<file path="config.mk">
export PLATFORM = sky130hd
export DESIGN_NAME = rtcTimeAlarm
export DESIGN_NICKNAME = d
export VERILOG_FILES = /design/src/rtl/rtcTimeAlarm_pkg.sv /design/src/rtl/rtcTimeAlarm_ctrl.sv /design/src/rtl/rtcTimeAlarm_dp.sv /design/src/rtl/rtcTimeAlarm.sv
export SDC_FILE = /design/constraint.sdc
export NUM_CORES = 1
export LEC_CHECK = 0
export BUFFER_PORTS_ARGS = -buffer_cell sky130_fd_sc_hd__clkbuf_2
export CAP_MARGIN = 20
export CORE_MARGIN = 5
export CORE_UTILIZATION = 49
export CTS_CLUSTER_DIAMETER = 30
export DETAILED_ROUTE_END_ITERATION = 12
export GPL_TIMING_DRIVEN = 0
export MAX_ROUTING_LAYER = met4
export PLACE_DENSITY = 0.69
export REMOVE_ABC_BUFFERS = 1
export SYNTH_ARGS = -nofsm -noshare
export SYNTH_HDL_FRONTEND = slang
export SYNTH_HIERARCHICAL = 1
export SYNTH_SLANG_ARGS = --single-unit
</file>
<file path="constraint.sdc">
create_clock -name clk -period 18.25 [get_ports clk]
set_clock_uncertainty 0.1 [all_clocks]
set_input_delay 0.9125 -clock clk [delete_from_list [all_inputs] [get_ports clk]]
set_output_delay 0.9125 -clock clk [all_outputs]
set_load 0.02 [all_outputs]
</file>
<file path="src/rtl/rtcTimeAlarm_pkg.sv">
package rtcTimeAlarm_pkg;

  // Strobes from the control half to the datapath half
  typedef struct packed {
    logic advance;  // move time forward by one second this cycle
    logic uipWin;   // inside the pre-update window
  } updCtl_t;

  // Encoded byte to a plain count
  function automatic logic [6:0] decField(input logic [7:0] v, input logic binMode);
    if (binMode) return v[6:0];
    return 7'(v[7:4]) * 7'd10 + 7'(v[3:0]);
  endfunction

  // Plain count to an encoded byte
  function automatic logic [7:0] encField(input logic [6:0] n, input logic binMode);
    logic [3:0] tens;
    logic [3:0] units;
    tens  = 4'(n / 7'd10);
    units = 4'(n % 7'd10);
    if (binMode) return {1'b0, n};
    return {tens, units};
  endfunction

endpackage

</file>
<file path="src/rtl/rtcTimeAlarm_ctrl.sv">
module rtcTimeAlarm_ctrl
  import rtcTimeAlarm_pkg::*;
#(
  parameter int TICKS_PER_SEC = 32768,
  parameter int UIP_TICKS     = 8
) (
  input  logic       clk,
  input  logic       rstN,
  input  logic       tickEn,
  input  logic [1:0] divCtl,
  input  logic       setMode,
  output updCtl_t    ctl,
  output logic       uip
);

  localparam int CW = $clog2(TICKS_PER_SEC);
  localparam logic [CW-1:0] LAST_POS  = CW'(TICKS_PER_SEC - 1);
  localparam logic [CW-1:0] HALF_POS  = CW'(TICKS_PER_SEC / 2);
  localparam logic [CW-1:0] WIN_START = CW'(TICKS_PER_SEC - UIP_TICKS);

  logic [CW-1:0] divCnt;
  logic          divHold;
  logic          running;

  assign divHold = (divCtl == 2'b11);
  assign running = !divHold && !setMode;

  // Prescaler: parked at half a second while held, so release gives a 0.5 s first update
  always_ff @(posedge clk) begin
    if (!rstN) begin
      divCnt <= HALF_POS;
    end else if (divHold) begin
      divCnt <= HALF_POS;
    end else if (tickEn) begin
      divCnt <= (divCnt == LAST_POS) ? '0 : divCnt + 1'b1;
    end
  end

  always_comb begin
    ctl.advance = tickEn && running && (divCnt == LAST_POS);
    ctl.uipWin  = running && (divCnt >= WIN_START);
  end

  assign uip = ctl.uipWin;


  adv_restarts_div_chk: assert property (@(posedge clk) disable iff (!rstN)
    ctl.advance |=> divCnt == '0);


  hold_parks_div_chk: assert property (@(posedge clk) disable iff (!rstN)
    divHold |=> divCnt == HALF_POS);


  adv_inside_window_chk: assert property (@(posedge clk) disable iff (!rstN)
    ctl.advance |-> uip);

endmodule

</file>
<file path="src/rtl/rtcTimeAlarm_dp.sv">
module rtcTimeAlarm_dp
  import rtcTimeAlarm_pkg::*;
(
  input  logic       clk,
  input  logic       rstN,
  input  updCtl_t    ctl,
  input  logic       binMode,
  input  logic       hour24,
  input  logic       wrEn,
  input  logic [1:0] wrSel,
  input  logic [7:0] wrData,
  input  logic [7:0] almSec,
  input  logic [7:0] almMin,
  input  logic [7:0] almHr,
  output logic [7:0] secOut,
  output logic [7:0] minOut,
  output logic [7:0] hrOut,
  output logic       updStb,
  output logic       almStb
);

  logic [7:0] secReg, minReg, hrReg;
  logic [6:0] curSec, curMin, hrRaw, curHr;
  logic [6:0] nxtSecN, nxtMinN, nxtHrN, hr12;
  logic       secWrap, hrCarry;
  logic [7:0] nxtSec, nxtMin, nxtHr;
  logic       allMatch;

  function automatic logic fieldHit(input logic [7:0] alm, input logic [7:0] tm);
    return (alm[7:6] == 2'b11) || (alm == tm);
  endfunction

  always_comb begin
    curSec = decField(secReg, binMode);
    curMin = decField(minReg, binMode);
    hrRaw  = decField({1'b0, hrReg[6:0]}, binMode);
    if (hour24) curHr = hrRaw;
    else        curHr = ((hrRaw == 7'd12) ? 7'd0 : hrRaw) + (hrReg[7] ? 7'd12 : 7'd0);

    secWrap = (curSec >= 7'd59);
    hrCarry = secWrap && (curMin >= 7'd59);
    nxtSecN = secWrap ? 7'd0 : curSec + 7'd1;
    nxtMinN = (curMin >= 7'd59) ? 7'd0 : curMin + 7'd1;
    nxtHrN  = (curHr >= 7'd23) ? 7'd0 : curHr + 7'd1;

    nxtSec = encField(nxtSecN, binMode);
    nxtMin = secWrap ? encField(nxtMinN, binMode) : minReg;

    if (nxtHrN == 7'd0)      hr12 = 7'd12;
    else if (nxtHrN > 7'd12) hr12 = nxtHrN - 7'd12;
    else                     hr12 = nxtHrN;

    if (!hrCarry)    nxtHr = hrReg;
    else if (hour24) nxtHr = encField(nxtHrN, binMode);
    else             nxtHr = encField(hr12, binMode) | ((nxtHrN >= 7'd12) ? 8'h80 : 8'h00);

    allMatch = fieldHit(almSec, nxtSec) && fieldHit(almMin, nxtMin) && fieldHit(almHr, nxtHr);
  end

  always_ff @(posedge clk) begin
    if (!rstN) begin
      secReg <= '0;
      minReg <= '0;
      hrReg  <= '0;
      updStb <= 1'b0;
      almStb <= 1'b0;
    end else begin
      updStb <= 1'b0;
      almStb <= 1'b0;
      if (wrEn) begin
        case (wrSel)
          2'd0:    secReg <= wrData;
          2'd1:    minReg <= wrData;
          2'd2:    hrReg  <= wrData;
          default: ;
        endcase
      end else if (ctl.advance) begin
        secReg <= nxtSec;
        minReg <= nxtMin;
        hrReg  <= nxtHr;
        updStb <= 1'b1;
        almStb <= allMatch;
      end
    end
  end

  assign secOut = secReg;
  assign minOut = minReg;
  assign hrOut  = hrReg;


  upd_moves_sec_chk: assert property (@(posedge clk) disable iff (!rstN)
    updStb |-> secReg != $past(secReg));


  idle_keeps_sec_chk: assert property (@(posedge clk) disable iff (!rstN)
    (!ctl.advance && !wrEn) |=> $stable(secReg));


  alarm_with_update_chk: assert property (@(posedge clk) disable iff (!rstN)
    almStb |-> updStb);

endmodule

</file>
<file path="src/rtl/rtcTimeAlarm.sv">
module rtcTimeAlarm
  import rtcTimeAlarm_pkg::*;
#(
  parameter int TICKS_PER_SEC = 32768,
  parameter int UIP_TICKS     = 8
) (
  input  logic       clk,
  input  logic       rstN,
  input  logic       tickEn,
  input  logic [1:0] divCtl,
  input  logic       setMode,
  input  logic       binMode,
  input  logic       hour24,
  input  logic       uieIn,
  input  logic       wrEn,
  input  logic [1:0] wrSel,
  input  logic [7:0] wrData,
  input  logic [7:0] almSec,
  input  logic [7:0] almMin,
  input  logic [7:0] almHr,
  output logic [7:0] secOut,
  output logic [7:0] minOut,
  output logic [7:0] hrOut,
  output logic       uip,
  output logic       updStb,
  output logic       almStb,
  output logic       uieOut
);

  updCtl_t ctl;

  rtcTimeAlarm_ctrl #(
    .TICKS_PER_SEC(TICKS_PER_SEC),
    .UIP_TICKS    (UIP_TICKS)
  ) u_ctrl (
    .clk    (clk),
    .rstN   (rstN),
    .tickEn (tickEn),
    .divCtl (divCtl),
    .setMode(setMode),
    .ctl    (ctl),
    .uip    (uip)
  );

  rtcTimeAlarm_dp u_dp (
    .clk    (clk),
    .rstN   (rstN),
    .ctl    (ctl),
    .binMode(binMode),
    .hour24 (hour24),
    .wrEn   (wrEn),
    .wrSel  (wrSel),
    .wrData (wrData),
    .almSec (almSec),
    .almMin (almMin),
    .almHr  (almHr),
    .secOut (secOut),
    .minOut (minOut),
    .hrOut  (hrOut),
    .updStb (updStb),
    .almStb (almStb)
  );

  assign uieOut = uieIn && !setMode;

endmodule

</file>
==> results.sh <==
export IMPL_r2r_end="u_dp/almStb"
export IMPL_crit_path_start_kind="input pin"
export IMPL_drt_initial_drc_count=679
export IMPL_vdd_ir_drop_max_mv=0.0688
export IMPL_coreArea_um2=12200
export IMPL_hp_class="reg2reg"
export IMPL_design_portCount=72
export IMPL_syn_cell_area_um2=6140
export IMPL_pwr_share_comb_pct=39.2
export IMPL_p_clk_share_pct=32.8
export IMPL_drc=0
export IMPL_crit_required_ps=18340
export IMPL_dieWidth_um=122
export IMPL_cts_resized=0
export IMPL_worst_slack_ps=8290
export IMPL_grt_usage_pct=24.4
export IMPL_maxCapViolations=0
export IMPL_power_internal_uw=221
export IMPL_max_freq_mhz=100
export IMPL_antenna_left=0
export IMPL_cts_buffers=5
export IMPL_pre_cts_ws_ps=8050
export IMPL_yosys_warnings=6
export IMPL_cts_sinks=41
export IMPL_fin_util_pct=55.3
export IMPL_io_buffers=71
export IMPL_syn_avg_cell_area_um2=7.29
export IMPL_dpl_instance_area_um2=6530
export IMPL_cts_root_buffer="clkbuf_16"
export IMPL_cp_slowest_stage_delay_ps=690
export IMPL_die_area_um2=14900
export IMPL_r2r_start="u_dp/hrOut[4]"
export IMPL_period_share_pct=54.6
export IMPL_cp_slowest_cell="inv_1"
export IMPL_routedWlPerCell_um=17.0
export IMPL_r2r_cells=36
export IMPL_grt_pass1_vias=5924
export IMPL_overflow=0
export IMPL_cts_clk_slew_worst_paths_ps=60
export IMPL_power_switching_share_pct=36.2
export IMPL_routed_via_density=6.22
export IMPL_clk_latency_ps=280
export IMPL_tightest_slew_ps=960
export IMPL_synth_cells=842
export IMPL_area_growth_pct=9.56
export IMPL_fillers=1246
export IMPL_cp_endpoint="u_dp/almStb"
export IMPL_grt_max_degree=74
export IMPL_stdcell_count=1056
export IMPL_critPathArrivalTime_ps=10050
export IMPL_fp_dieH_um=122
export IMPL_final_cell_area_um2=6720
export IMPL_startpoint="binMode"
export IMPL_initial_core_util_pct=50.5
export IMPL_drive_gt1_share_pct=14.2
export IMPL_cp_common_cell="nand2_1"
export IMPL_worstSetupPathType="in2reg"
export IMPL_cts_tree="built"
export IMPL_min_period_ps=9960
export IMPL_wl_um=18000
export IMPL_power_switching_uw=125
export IMPL_cts_hold_buffers=0
export IMPL_globalplace_congestion=0.949
export IMPL_antennaDiodeCount=0
export IMPL_crit_fanout=73
export IMPL_nets=971
export IMPL_rsz0062_at_grt="false"
export IMPL_grt_pass1_wl_um=29300
export IMPL_p_leak_uw=0.00276
export IMPL_dp_hpwl_um=13700
export IMPL_cts_buffer_depth=2
export IMPL_whs_path_depth=2
export IMPL_outcome="finished, final reports clean"
export IMPL_endpoint_kind="flip-flop"
export IMPL_slew_violations=0
export IMPL_regToRegSetupSlack_ps=8930
export IMPL_tns_ps=0
export IMPL_setup_viol_count_final=0
export IMPL_antenna_found_initial=0
export IMPL_hold_viol=0
export IMPL_placedCellCount=1047
export IMPL_h_tree_depth=2
export IMPL_pwr_share_seq_pct=28.0
export IMPL_core_rowCount=40
export IMPL_slew_headroom_pct=36.0
export IMPL_num_vias=6571
export IMPL_cts_setup_buffers=0
export IMPL_dr_pass1_iters=5
export IMPL_powerDensity_nw_per_um2=51.5
## metal layers
metal	GRT usage [%]	up-vias	part of all wire, %
met2	39.1	240	46
met4	5.32	0	1.4
met1	33.7	3043	47
met3	2.04	24	6.1
met5	-	-	0
li1	-	3264	-
## worst min-delay path by stage
stage	slack (ps)	end	from
final	420	u_ctrl/divCnt[6]	u_ctrl/divCnt[6]
after global routing	460	u_ctrl/divCnt[6]	u_ctrl/divCnt[6]
after CTS	420	u_ctrl/divCnt[6]	u_ctrl/divCnt[6]
after detailed placement	410	u_ctrl/divCnt[6]	u_ctrl/divCnt[6]
after global placement	400	u_ctrl/divCnt[6]	u_ctrl/divCnt[6]
after floorplan	370	u_ctrl/divCnt[6]	u_ctrl/divCnt[6]
## flip-flops by register name, summed over array words and instances, names as in the netlist
signal	count
u_ctrl/divCnt	15
u_dp/hrOut	8
u_dp/minOut	8
u_dp/secOut	8
u_dp/almStb	1
u_dp/updStb	1
## through the flow
step	total power [µW]	hold WS (ps)
after global routing	366	458
after CTS	346	420
after detailed placement	232	409
after floorplan	193	372
after global placement	231	398
final	346	423
## placed cells by master, fill, tap and decap left out, types with 10 or more instances in the layout
| master | n |
|---|---|
| and3_1 | 13 |
| nand2b_1 | 13 |
| nand4_1 | 14 |
| nor2_1 | 76 |
| and2_1 | 11 |
| or3_1 | 10 |
| nand3_1 | 34 |
| nand2_1 | 100 |
| o211ai_1 | 11 |
| a31oi_1 | 12 |
| a21o_1 | 10 |
| a211oi_1 | 14 |
| a21oi_1 | 50 |
| clkbuf_2 | 70 |
| mux2i_1 | 13 |
| inv_1 | 23 |
| xnor2_1 | 26 |
| dfxtp_1 | 41 |
| nor3_1 | 19 |
| o21ai_0 | 55 |
| ha_1 | 34 |
| xor2_1 | 31 |
## power by group through the flow
stage	Combinational (µW)	Sequential [µW]	Clock, µW
4_1_cts	134	96.9	115
2_1_floorplan	93.8	99.4	0
3_3_place_gp	133	98.9	0
6_report	136	97.0	113
3_5_place_dp	133	98.8	0
5_1_grt	150	97.5	118
## final cells by class
cell class	count	area, µm²	area share [%]
Clock inverter	3	65.1	0.968
Tap cell	168	210	3.13
Sequential cell	41	821	12.2
Multi-Input combinational cell	741	5040	74.9
Inverter	24	90.1	1.34
Timing Repair Buffer	74	375	5.58
Clock buffer	5	125	1.86
## worst max-delay path: cells and delay by family
family                     cells  cell delay, ps
buffers and inverters          4            1480
AOI/OAI and AO/OA              9            1960
xor gates and xnor gates       2             410
and+or+nand+nor               15            3610
muxes                          1             340
adders and majority gates      4            1300
Note: power is estimated with default switching activity, not from simulation.
